===== src/rtl/wdisp_pkg.sv =====
package wdisp_pkg;
  typedef enum logic [1:0] {
    OP_ARITH     = 2'b00,
    OP_MEM       = 2'b01,
    OP_SPECIAL   = 2'b10,
    OP_ARITH_ALT = 2'b11
  } op_class_e;

  typedef enum logic [1:0] {
    GRP_CORE_A  = 2'd0,
    GRP_CORE_B  = 2'd1,
    GRP_MEM     = 2'd2,
    GRP_SPECIAL = 2'd3
  } grp_e;

  localparam int NUM_GROUPS = 4;
  localparam int NUM_SCHED  = 2;
endpackage


===== src/rtl/rr_picker.sv =====
module rr_picker #(
  parameter  int N  = 24,
  localparam int IW = (N > 1) ? $clog2(N) : 1
) (
  input  logic          clk,
  input  logic          rst,
  input  logic [N-1:0]  req,
  input  logic          advance,
  output logic          found,
  output logic [IW-1:0] pick
);
  logic [IW-1:0] ptr_q;

  // Search from the pointer upward with wrap; the lowest offset wins.
  always_comb begin
    int idx;
    idx   = 0;
    found = 1'b0;
    pick  = '0;
    for (int i = N - 1; i >= 0; i--) begin
      idx = int'(ptr_q) + i;
      if (idx >= N) idx = idx - N;
      if (req[idx]) begin
        found = 1'b1;
        pick  = IW'(idx);
      end
    end
  end

  always_ff @(posedge clk) begin
    if (rst)          ptr_q <= '0;
    else if (advance) ptr_q <= (pick == IW'(N - 1)) ? '0 : pick + 1'b1;
  end


  pick_req_chk: assert property (@(posedge clk) disable iff (rst)
    found |-> req[pick]);

  adv_found_chk: assert property (@(posedge clk) disable iff (rst)
    advance |-> found);
endmodule


===== src/rtl/occ_timer.sv =====
module occ_timer #(
  parameter  int OCC = 2,
  localparam int CW  = $clog2(OCC + 1)
) (
  input  logic clk,
  input  logic rst,
  input  logic load,
  output logic avail,
  output logic busy
);
  logic [CW-1:0] cnt_q;

  always_ff @(posedge clk) begin
    if (rst)                cnt_q <= '0;
    else if (load)          cnt_q <= CW'(OCC);
    else if (cnt_q != '0)   cnt_q <= cnt_q - 1'b1;
  end

  // Accepting on the last busy cycle keeps issues exactly OCC apart.
  assign avail = (cnt_q <= CW'(1));
  assign busy  = (cnt_q != '0);


  load_free_chk: assert property (@(posedge clk) disable iff (rst)
    load |-> avail);

  occ_bound_chk: assert property (@(posedge clk) disable iff (rst)
    load |=> busy);
endmodule


===== src/rtl/warp_dispatch.sv =====
module warp_dispatch
  import wdisp_pkg::*;
#(
  parameter  int NUM_WARPS   = 48,
  parameter  int CORE_OCC    = 2,
  parameter  int MEM_OCC     = 2,
  parameter  int SPECIAL_OCC = 8,
  localparam int WW  = $clog2(NUM_WARPS),
  localparam int NPS = NUM_WARPS / NUM_SCHED,
  localparam int PW  = (NPS > 1) ? $clog2(NPS) : 1
) (
  input  logic                  clk,
  input  logic                  rst,
  input  logic                  arm_vld,
  input  logic [WW-1:0]         arm_warp,
  input  logic [1:0]            arm_op,
  output logic [1:0]            iss_vld,
  output logic [WW-1:0]         iss_warp0,
  output logic [WW-1:0]         iss_warp1,
  output logic [1:0]            iss_grp0,
  output logic [1:0]            iss_grp1,
  output logic [NUM_GROUPS-1:0] grp_busy
);
  logic [NUM_WARPS-1:0]  ready_q, ready_d;
  logic [1:0]            op_q [NUM_WARPS];
  logic [NUM_SCHED-1:0]  found, go;
  logic [WW-1:0]         cand_warp [NUM_SCHED];
  op_class_e             cand_op   [NUM_SCHED];
  grp_e                  tgt       [NUM_SCHED];
  logic [NUM_GROUPS-1:0] avail, taken;
  logic                  arm_ok;

  assign arm_ok = arm_vld && (int'(arm_warp) < NUM_WARPS);

  // Operation class storage: written on arm, read at two candidate addresses.
  always_ff @(posedge clk) begin
    if (arm_ok) op_q[arm_warp] <= arm_op;
  end

  // Schedulers: s serves warps with ID parity s.
  for (genvar s = 0; s < NUM_SCHED; s++) begin : g_sch
    logic [NPS-1:0] sreq;
    logic [PW-1:0]  pick;
    for (genvar k = 0; k < NPS; k++) begin : g_req
      assign sreq[k] = ready_q[NUM_SCHED * k + s];
    end
    rr_picker #(.N(NPS)) u_pick (
      .clk     (clk),
      .rst     (rst),
      .req     (sreq),
      .advance (go[s]),
      .found   (found[s]),
      .pick    (pick)
    );
    assign cand_warp[s] = WW'(NUM_SCHED * int'(pick) + s);
    assign cand_op[s]   = op_class_e'(op_q[cand_warp[s]]);


    issue_ready_chk: assert property (@(posedge clk) disable iff (rst)
      go[s] |-> ready_q[cand_warp[s]]);
  end

  // Group arbitration: scheduler 0 claims first, scheduler 1 takes what is left.
  always_comb begin
    go    = '0;
    taken = '0;
    for (int s = 0; s < NUM_SCHED; s++) begin
      tgt[s] = GRP_CORE_A;
      if (found[s]) begin
        case (cand_op[s])
          OP_MEM: begin
            if (avail[GRP_MEM] && !taken[GRP_MEM]) begin
              go[s] = 1'b1; tgt[s] = GRP_MEM;
            end
          end
          OP_SPECIAL: begin
            if (avail[GRP_SPECIAL] && !taken[GRP_SPECIAL]) begin
              go[s] = 1'b1; tgt[s] = GRP_SPECIAL;
            end
          end
          default: begin
            if (avail[GRP_CORE_A] && !taken[GRP_CORE_A]) begin
              go[s] = 1'b1; tgt[s] = GRP_CORE_A;
            end else if (avail[GRP_CORE_B] && !taken[GRP_CORE_B]) begin
              go[s] = 1'b1; tgt[s] = GRP_CORE_B;
            end
          end
        endcase
        if (go[s]) taken[tgt[s]] = 1'b1;
      end
    end
  end

  // Occupancy timers, one per group.
  for (genvar g = 0; g < NUM_GROUPS; g++) begin : g_grp
    localparam int OCC_G = (g == int'(GRP_SPECIAL)) ? SPECIAL_OCC :
                           (g == int'(GRP_MEM))     ? MEM_OCC : CORE_OCC;
    occ_timer #(.OCC(OCC_G)) u_timer (
      .clk   (clk),
      .rst   (rst),
      .load  (taken[g]),
      .avail (avail[g]),
      .busy  (grp_busy[g])
    );
  end

  // Ready flags: issue clears, arm sets (arm wins on the same warp).
  always_comb begin
    ready_d = ready_q;
    for (int s = 0; s < NUM_SCHED; s++) begin
      if (go[s]) ready_d[cand_warp[s]] = 1'b0;
    end
    if (arm_ok) ready_d[arm_warp] = 1'b1;
  end

  always_ff @(posedge clk) begin
    if (rst) ready_q <= '0;
    else     ready_q <= ready_d;
  end

  // Registered issue outputs.
  always_ff @(posedge clk) begin
    if (rst) begin
      iss_vld   <= '0;
      iss_warp0 <= '0;
      iss_warp1 <= '0;
      iss_grp0  <= '0;
      iss_grp1  <= '0;
    end else begin
      iss_vld   <= go;
      iss_warp0 <= cand_warp[0];
      iss_warp1 <= cand_warp[1];
      iss_grp0  <= tgt[0];
      iss_grp1  <= tgt[1];
    end
  end


  even_port_chk: assert property (@(posedge clk) disable iff (rst)
    iss_vld[0] |-> !iss_warp0[0]);

  odd_port_chk: assert property (@(posedge clk) disable iff (rst)
    iss_vld[1] |-> iss_warp1[0]);

  grp_excl_chk: assert property (@(posedge clk) disable iff (rst)
    (&iss_vld) |-> (iss_grp0 != iss_grp1));

  issued_busy_chk: assert property (@(posedge clk) disable iff (rst)
    iss_vld[0] |-> grp_busy[iss_grp0]);
endmodule


===== config.mk =====
export PLATFORM = sky130hd
export DESIGN_NAME = warp_dispatch
export DESIGN_NICKNAME = d
export VERILOG_FILES = /design/src/rtl/wdisp_pkg.sv /design/src/rtl/rr_picker.sv /design/src/rtl/occ_timer.sv /design/src/rtl/warp_dispatch.sv
export SDC_FILE = /design/constraint.sdc
export NUM_CORES = 1
export LEC_CHECK = 0
export ABC_AREA = 1
export BUFFER_PORTS_ARGS = -buffer_cell sky130_fd_sc_hd__buf_2
export CORE_AREA = 2 2 177 179
export DETAILED_ROUTE_END_ITERATION = 10
export DIE_AREA = 0 0 179 181
export GPL_TIMING_DRIVEN = 1
export HOLD_SLACK_MARGIN = 0.05
export PLACE_DENSITY = 0.74
export SYNTH_ARGS = -nofsm -noshare
export SYNTH_HDL_FRONTEND = slang
export SYNTH_SLANG_ARGS = --single-unit
export TNS_END_PERCENT = 1

===== constraint.sdc =====
create_clock -name clk -period 7.6 [get_ports clk]
set_clock_uncertainty 0.05 [all_clocks]
set_input_delay 1.52 -clock clk [delete_from_list [all_inputs] [get_ports clk]]
set_output_delay 1.52 -clock clk [all_outputs]
set_load 0.02 [all_outputs]

# == Word level (Yosys, flattened, before mapping) ==
# Memory sizes are Yosys's and may differ from the RTL's.
# Cells that the tools add are included.
# totals
ff_bits,86
ramBits,96
inputBits,11
output_inout_bits,22
word_cells,615
memories,1
# memory_table
name,words,word_bits,read_ports,rd_ports_with_merged_regs,wr,line_no,source
op_q,48,2,2,0,1,warp_dispatch.sv:25,logic [1:0] op_q [NUM_WARPS];
# op_classes
n_addsub,101
n_lt_le_gt_ge,111
eq_ne,6
mux,343
bitwise_logic,8
n_reduce_logical,28
# ops
operator,n
less-than comparator 32 x 7 -> 1 bit (second input constant),48
2-to-1 mux 32 bit,48
greater-or-equal comparator 32 x 6 -> 1 bit (second input constant),46
subtractor 32 x 6 -> 32 bit (second input constant),46
2-to-1 mux 5 bit,50
binary-select mux 1 bit (select 5 bit),48
2-to-1 mux 1 bit,167
2-to-1 mux 48 bit,3
adder 5 x 4 -> 6 bit (second input constant),16
adder 5 x 5 -> 6 bit (second input constant),16
bitwise AND 48 bit,2
adder 5 x 3 -> 6 bit (second input constant),8
inverter 47 -> 48 bit,1
inverter 48 bit,1
bitwise OR 48 bit,1
adder 5 x 2 -> 6 bit (second input constant),4
2-to-1 mux 2 bit,12
2-to-1 mux 4 bit,6
less-than comparator 6 x 7 -> 1 bit (second input constant),3
greater-or-equal comparator 6 x 1 -> 1 bit (second input constant),3
nonzero test 2 bit,7
adder 5 x 1 -> 6 bit (second input constant),2
demux 1 bit (select 6 bit),2
OR reduction 2 bit,6
other kinds (23),51

# == Logic depth before layout (Yosys ltp) ==
# Gate-level depths: netlist of the first run.
# An unclocked memory read counts as a cell.
# logic_depth
ltp_word,54
mapped_depth,78
mapped_depth_nobuf,74

# == By module ==
# Synthesis of the first run repeated with hierarchy kept, for this count alone.
# unflattened
cells_unflattened,2685
area_unflattened_um2,17277.8
# modules_own_cells
mod,n_inst,cells_each,area_per_inst_um2,seq_area_each_um2
warp_dispatch,1,802,7248.2,4184.0
rr_picker at g_sch[0].u_pick,1,914,4819.6,100.1
rr_picker at g_sch[1].u_pick,1,897,4717.0,100.1
occ_timer at g_grp[0].u_timer ...,3,13,82.6,40.0
occ_timer at g_grp[3].u_timer,1,33,245.2,80.1

# == Worst setup path before layout of the first run ==
# No wires, ideal clock.
# synth_path
path_type,register -> register
startpoint,register g_sch[0].u_pick.ptr_q[0]
endpoint,register ready_q[11]
setup_time_ps,70
arrival_ps,6907
t_required_ps,7480
slack_ps,573
stages_incl_launch_ff,65
n_path_buf,7
period_less_slack_ps,7027
path_cell_list,dfxtp_1 buf_6 inv_4 buf_6 buf_2 clkbuf_1 clkbuf_1 ha_1 inv_1 nand2_1 nand2_1 xor2_1 inv_1 ha_1 nand2_1 o21ai_1 nor2_1 a211oi_1 (+29 left out) nand3_1 nand2_1 inv_1 ha_1 nor2_1 nor2_1 nand2_1 nand2_2 inv_2 nand3_1 a311oi_1 nor2_1 buf_4 nand2_1 inv_1 nand4_1 nand2_1 a21oi_1
# synth_rtl
element,line_no,source
"start, declared",rr_picker.sv:12,logic [IW-1:0] ptr_q;
"start signal, assigned",rr_picker.sv:32,else if (advance) ptr_q <= (pick == IW'(N - 1)) ? '0 : pick + 1'b1;
"end signal, assigned",warp_dispatch.sv:118,else ready_q <= ready_d;
"end, declared",warp_dispatch.sv:24,"logic [NUM_WARPS-1:0] ready_q, ready_d;"

# == Final worst setup path of the first run ==
# layout_path
startpoint,register g_sch[0].u_pick.ptr_q[1]
endpoint,register ready_q[13]
# layout_between
elab_chain_cells,50
word_cells_on_any_way,250
classes_between,add/sub (47); order compare (26); eq/ne (2); mux (163); bitwise (2); reduce/logical (9); memory (1)
# layout_rtl
element,line_no,source
adder 5 x 5 -> 6 bit,rr_picker.sv:21,idx = int'(ptr_q) + i;
subtractor 32 x 6 -> 32 bit / greater-or-equal comparator 32 x 6 -> 1 bit (equally long branches),rr_picker.sv:22,if (idx >= N) idx = idx - N;
2-to-1 mux 32 bit,rr_picker.sv:22,
binary-select mux 1 bit (select 5 bit),rr_picker.sv:23,if (req[idx]) begin
2-to-1 mux 1 bit (implied by the code) (2 in a row),rr_picker.sv:23,
2-to-1 mux 5 bit (24 in a row),rr_picker.sv:23,
memory (48 x 2 bit),-,
== test 2 bit / == test 2 x 1 -> 1 bit (equally long branches),warp_dispatch.sv:70,case (cand_op[s])
(+9 left out),-,
logical AND 1 bit,warp_dispatch.sv:84,end else if (avail[GRP_CORE_B] && !taken[GRP_CORE_B]) begin
2-to-1 mux 1 bit,warp_dispatch.sv:84,
2-to-1 mux 1 bit,warp_dispatch.sv:82,if (avail[GRP_CORE_A] && !taken[GRP_CORE_A]) begin
case mux 1 bit (2 select lines),warp_dispatch.sv:70,
2-to-1 mux 1 bit (2 in a row),warp_dispatch.sv:69,if (found[s]) begin
2-to-1 mux 48 bit *,warp_dispatch.sv:111,if (go[s]) ready_d[cand_warp[s]] = 1'b0;
bitwise OR 48 bit (no line),-,
2-to-1 mux 48 bit *,warp_dispatch.sv:113,if (arm_ok) ready_d[arm_warp] = 1'b1;
# Mark *: on every way between the ends. The rest lies on a longest branch, timed or not. The select of a mux whose other input is x is not followed.
# A chain may end at the register's enable or synchronous reset.

==> results of run 1 <==
## final timing paths
path	start	end	slack, ns	cells after the start
setup / recovery	g_sch[0].u_pick.ptr_q[1]	ready_q[13]	0.36	66
hold / removal	g_grp[0].u_timer.cnt_q[0]	g_grp[0].u_timer.cnt_q[0]	0.38	1
setup reg to reg	g_sch[0].u_pick.ptr_q[1]	ready_q[13]	0.36	66
hold reg to reg	g_grp[0].u_timer.cnt_q[0]	g_grp[0].u_timer.cnt_q[0]	0.38	1
## stage by stage
step / setup WS (ns) / TNS, ns
detailed placement: -0.00206 / -0.00206
CTS: 0.0449 / 0
global route: -0.145 / -1.52
finish: 0.364 / 0
floorplan: 0.573 / 0
global placement: 0.0650 / 0
## cells by family (layout without fill, tap and decap cells)
kind of cell / after synthesis / count (layout) / share of synthesized area
AND/OR/NAND/NOR: 1334 / 1334 / 0.331
buffers and inverters: 458 / 557 / 0.113
flip-flops: 181 / 181 / 0.275
adder cells (fa/ha/maj): 90 / 90 / 0.0677
XOR/XNOR: 50 / 50 / 0.0301
other: 1 / 2 / 0.000225
AO/OA/AOI/OAI: 548 / 548 / 0.180
multiplexers: 5 / 5 / 0.00301
## registers in the layout, summed over array words and instances, names as in the netlist
name                 count
iss_grp0                 2
g_grp.u_timer.cnt_q     10
iss_warp0                5
op_q                    96
iss_grp1                 2
ready_q                 48
iss_warp1                6
iss_vld                  2
g_sch.u_pick.ptr_q      10
## synth_stat cells, types with 32 or more instances
library cell    n
ha_1           90
nor2_1        240
nand3_1       162
inv_1         341
nand2_1       813
dfxtp_1        85
o21ai_1        56
xor2_1         38
nand4_1        32
a21oi_1       212
o21ai_0       188
edfxtp_1       96
## layer usage
layer  part of all wire  up-vias  track usage
met5                  0        -            0
met4              0.036        0        0.127
met3              0.081      122       0.0495
met2               0.44      806        0.515
met1               0.44     8385        0.488
li1                   -     8841            -
## repair_timing
| item | CTS | global route |
|---|---|---|
| gates cloned | 0 | 0 |
| resized for setup | 2 | 121 |
| setup endpoints to repair | 6 | 59 |
| buffers inserted | 0 | 39 |
| pin swaps | 0 | 18 |
## cell type report
cell class                      instances  share of cell area
Multi-Input combinational cell       2028               0.561
Sequential cell                       181               0.244
Inverter                              373              0.0759
Timing Repair Buffer                  152              0.0600
Tap cell                              396              0.0263
Clock buffer                           19              0.0235
Clock inverter                         13             0.00904
Antenna cell                            1            0.000133
==> out/metrics.csv, run 1 <==
stage;metric;value;unit
floorplan;Initial Util;0.548;
sta;Worst Tran Pin Value;0.823;ns
place;placed cell count;3091;
grt;number of global-route vias before repair;16177;
route;vias per std cell;5.74;
place;IO Port Bufs;31;
synthesis;mapped cell area;0.0166;sq mm
synthesis;Syn Nets;2768;
floorplan;die width;179;microns
finish;commonest non-fill, non-tap cell in the layout;nand2_1;
worst_setup_path;Critical Path RT;7.91;ns
finish;fin cells;3163;
clock_tree;Max H-tree Level;4;
clock_tree;clock sinks;181;
finish;fraction of final layout cells sized beyond drive strength 1;0.115;
synthesis;Main synth FF type;edfxtp_1;
grt;GRT overflow;0;
route;via count;18154;
clock_tree;CTS Hold Bufs;0;
finish;final core utilization;0.620;
worst_setup_path;WP buf/inv;8;
route;drt wl/cell;17.5;microns
place;gp weighted congestion;1.04;
sta;final hold viol count;0;
synthesis;top area cells in the synthesized netlist;nand2_1, edfxtp_1, dfxtp_1;
synthesis;Post-Syn Area per Cell;6.24;sq um
finish;most frequent cells in the layout;nand2_1, inv_1, nor2_1;
route;First-pass DRT Iterations;6;
clock_tree;Clock Tree Buf Depth;2;
route;drt first-iter violations;2039;
synthesis;sequential element share of the synthesized area;0.275;
finish;area of the multi-input gates;0.0106;sq mm
sta;maximum clock rate;138;MHz
worst_setup_path;critical path's most frequent cell;nand2_1;
worst_setup_path;Setup crit start kind;flop;
sta;Tcrit/Tclk final;0.952;
run;maxcap violations;0;
route;final WL;55.5;mm
grt;first-pass GRT wire length;86.6;mm
synthesis;Yosys reg bits;181;
floorplan;DIE HEIGHT;181;microns
sta;Hold Slack;0.381;ns
place;Placed Instance Area;0.0175;sq mm
finish;Seq. cell area;0.00459;sq mm
floorplan;core area;0.0303;sq mm
worst_setup_path;crit path capture type;flop;
sta;Tmin final;7.24;ns
worst_setup_path;WP data arrival;7.55;ns
worst_setup_path;Max stage delay on crit path;0.35;ns
place;Detail Placement HPWL;42.8;mm
finish;Area growth, synth to finish;13.0;%
worst_setup_path;CP Class;reg2reg;
clock_tree;Worst-Skew Late Latency;0.44;ns
route;drt drc;0;
sta;Final Max Tran Viols;0;
worst_setup_path;highest-delay cell along the critical path;a311oi_2;
sta;RSZ-0062 raised after global routing;true;
finish;Final nets;2854;
synthesis;Synth async-reset ratio;0;
floorplan;die area;0.0324;sq mm
sta;final count of negative-setup-slack endpoints;0;
finish;Layout Cell Area excl Fill;0.0188;sq mm
clock_tree;CTS tree;yes;
synthesis;post-synth top area cell;nand2_1;
clock_tree;Worst-path clk slew;0.07;ns
synthesis;area share of the largest cell type after synthesis;0.183;
status;status;finished clean;
floorplan;I/O pins;33;
sta;Slew HR;0.447;
synthesis;Mapped Cells;2667;
hold_path;Min-Delay Path Class;reg2reg;
worst_setup_path;worst-path fanout max;10;
synthesis;Post-synth EDFFs;96;
route;post-route antenna net violation count;0;
grt;largest net degree at the start of global routing;73;
clock_tree;TritonCTS Buffers;17;
grt;initial antenna violation count;0;
synthesis;YS warnings;0;
finish;fillers;2836;
worst_setup_path;Top delay family on crit path;simple AND/OR/NAND/NOR gates;
floorplan;row count;64;
grt;GRT Resource Usage Total;0.340;
synthesis;Synth cell types;59;
clock_tree;root buf cell;clkbuf_16;
Power of run 1 is not shown: default switching activity piles up to over one toggle a cycle in this logic, so the estimate is an artifact.
==> inputs of run 2 (changes only) <==
CORE_AREA = 8 8 183 185   (was 2 2 177 179)
DIE_AREA = 0 0 191 193   (was 0 0 179 181)
==> out/metrics.csv, run 2 (synthesized netlist as in run 1, its figures left out) <==
stage;metric;value;unit
status;status;finished clean;
sta;Tcrit/Tclk final;0.929;
sta;maximum clock rate;142;MHz
worst_setup_path;Critical Path RT;7.91;ns
grt;initial antenna violation count;0;
place;Placed Instance Area;0.0176;sq mm
grt;M3 GR Usage;0.0322;
clock_tree;TritonCTS Buffers;17;
route;via count;18151;
route;vias per std cell;5.71;
finish;fin cells;3180;
floorplan;DIE HEIGHT;193;microns
clock_tree;Worst-Skew Late Latency;0.44;ns
grt;largest net degree at the start of global routing;73;
worst_setup_path;highest-delay cell along the critical path;dfxtp_1;
grt;routing usage on met1;0.422;
finish;Final nets;2866;
sta;final hold viol count;0;
worst_setup_path;worst-path fanout max;10;
worst_setup_path;CP Class;reg2reg;
place;Detail Placement HPWL;44.5;mm
grt;GRT Resource Usage Total;0.301;
clock_tree;root buf cell;clkbuf_16;
finish;diode count;0;
hold_path;Min-Delay Path Class;reg2reg;
route;First-pass DRT Iterations;6;
sta;Worst Tran Pin Value;0.994;ns
grt;GRT busiest layer;met2;
finish;Largest regs;op_q x96, ready_q x48;
floorplan;row count;65;
run;maxcap violations;0;
worst_setup_path;WP data arrival;7.37;ns
sta;Slew HR;0.331;
floorplan;core area;0.0308;sq mm
grt;number of global-route vias before repair;16273;
place;IO Port Bufs;31;
clock_tree;CTS Hold Bufs;0;
grt;first-pass GRT wire length;88.0;mm
finish;fraction of final layout cells sized beyond drive strength 1;0.121;
route;post-route antenna net violation count;0;
floorplan;die area;0.0369;sq mm
finish;Largest register FFs;96;
place;gp weighted congestion;0.995;
finish;Layout Cell Area excl Fill;0.0189;sq mm
worst_setup_path;Setup crit start kind;flop;
floorplan;Initial Util;0.540;
clock_tree;Max H-tree Level;4;
finish;Area growth, synth to finish;13.6;%
worst_setup_path;Max stage delay on crit path;0.38;ns
route;drt first-iter violations;1778;
route;drt drc;0;
floorplan;die width;191;microns
grt;GR Util met2;0.479;
clock_tree;CTS tree;yes;
clock_tree;Clock Tree Buf Depth;2;
route;drt wl/cell;18.0;microns
place;placed cell count;3108;
sta;Final Max Tran Viols;0;
worst_setup_path;critical path's most frequent cell;nand2_1;
clock_tree;Worst-path clk slew;0.07;ns
sta;Hold Slack;0.388;ns
floorplan;I/O pins;33;
finish;commonest non-fill, non-tap cell in the layout;nand2_1;
sta;final count of negative-setup-slack endpoints;0;
route;final WL;57.1;mm
sta;Tmin final;7.06;ns
finish;fillers;2941;
finish;Biggest register;op_q;
clock_tree;clock sinks;181;
grt;GRT overflow;0;
sta;setup TNS;0;ns
finish;most frequent cells in the layout;nand2_1, inv_1, nor2_1;
worst_setup_path;crit path capture type;flop;
==> run 2: changes by cell type in the layout (fill, tap and decap cells not counted), sizes merged <==
cell,change
buf,+11
clkbuf,+1
nand2,+1
clkinvlp,+1
clkinv,-2
inv,+1
diode,-1
bufinv,-1
==> run 2: layout make-up <==
| class | count | area, sq um | area share |
|---|---|---|---|
| multi-input combinational | 2029 | 10500 | 0.558 |
| sequential | 181 | 4600 | 0.243 |
| inverter | 373 | 1440 | 0.0760 |
| timing repair buffer | 163 | 1240 | 0.0655 |
| tap | 402 | 503 | 0.0266 |
| clock buffer | 20 | 447 | 0.0236 |
| clock inverter | 12 | 143 | 0.00754 |
==> run 2: layer usage <==
metal | share of wire | wire (microns)
met5 | 0 | 0
met4 | 0.024 | 1370
met3 | 0.075 | 4260
met2 | 0.45 | 25800
met1 | 0.45 | 25700
==> run 2: critical path: cells and delay by family (launching register included) <==
| family | cells | cell delay, ns |
|---|---|---|
| AOI/OAI and AO/OA | 4 | 0.82 |
| xor gates and xnor gates | 2 | 0.56 |
| adders and majority gates | 2 | 0.32 |
| buffers and inverters | 10 | 1.06 |
| DFF | 1 | 0.38 |
| and+or+nand+nor | 52 | 3.77 |
==> run 2: metrics by stage <==
stage | utilization | setup slack, ns
after floorplan | - | 0.573
after global placement | 0.570 | 0.135
after detailed placement | 0.570 | 0.0366
after CTS | 0.589 | 0.0139
after global routing | 0.613 | -0.120
final | 0.613 | 0.541
==> run 2: repair_timing <==
action | CTS | global route
setup buffers | 0 | 39
cloned | 0 | 1
pin swaps | 0 | 25
endpoints found under the setup margin | 3 | 56
gates resized for setup | 2 | 127
==> run 2: worst paths after layout <==
kind,from,end,slack [ns],cells after the start
worst max register to register,g_sch[0].u_pick.ptr_q[1],ready_q[5],0.54,70
worst min-delay path,g_grp[0].u_timer.cnt_q[0],g_grp[0].u_timer.cnt_q[0],0.39,1
worst max-delay path,g_sch[0].u_pick.ptr_q[1],ready_q[5],0.54,70
worst min register to register,g_grp[0].u_timer.cnt_q[0],g_grp[0].u_timer.cnt_q[0],0.39,1
Power of run 2 is left out for the same reason.
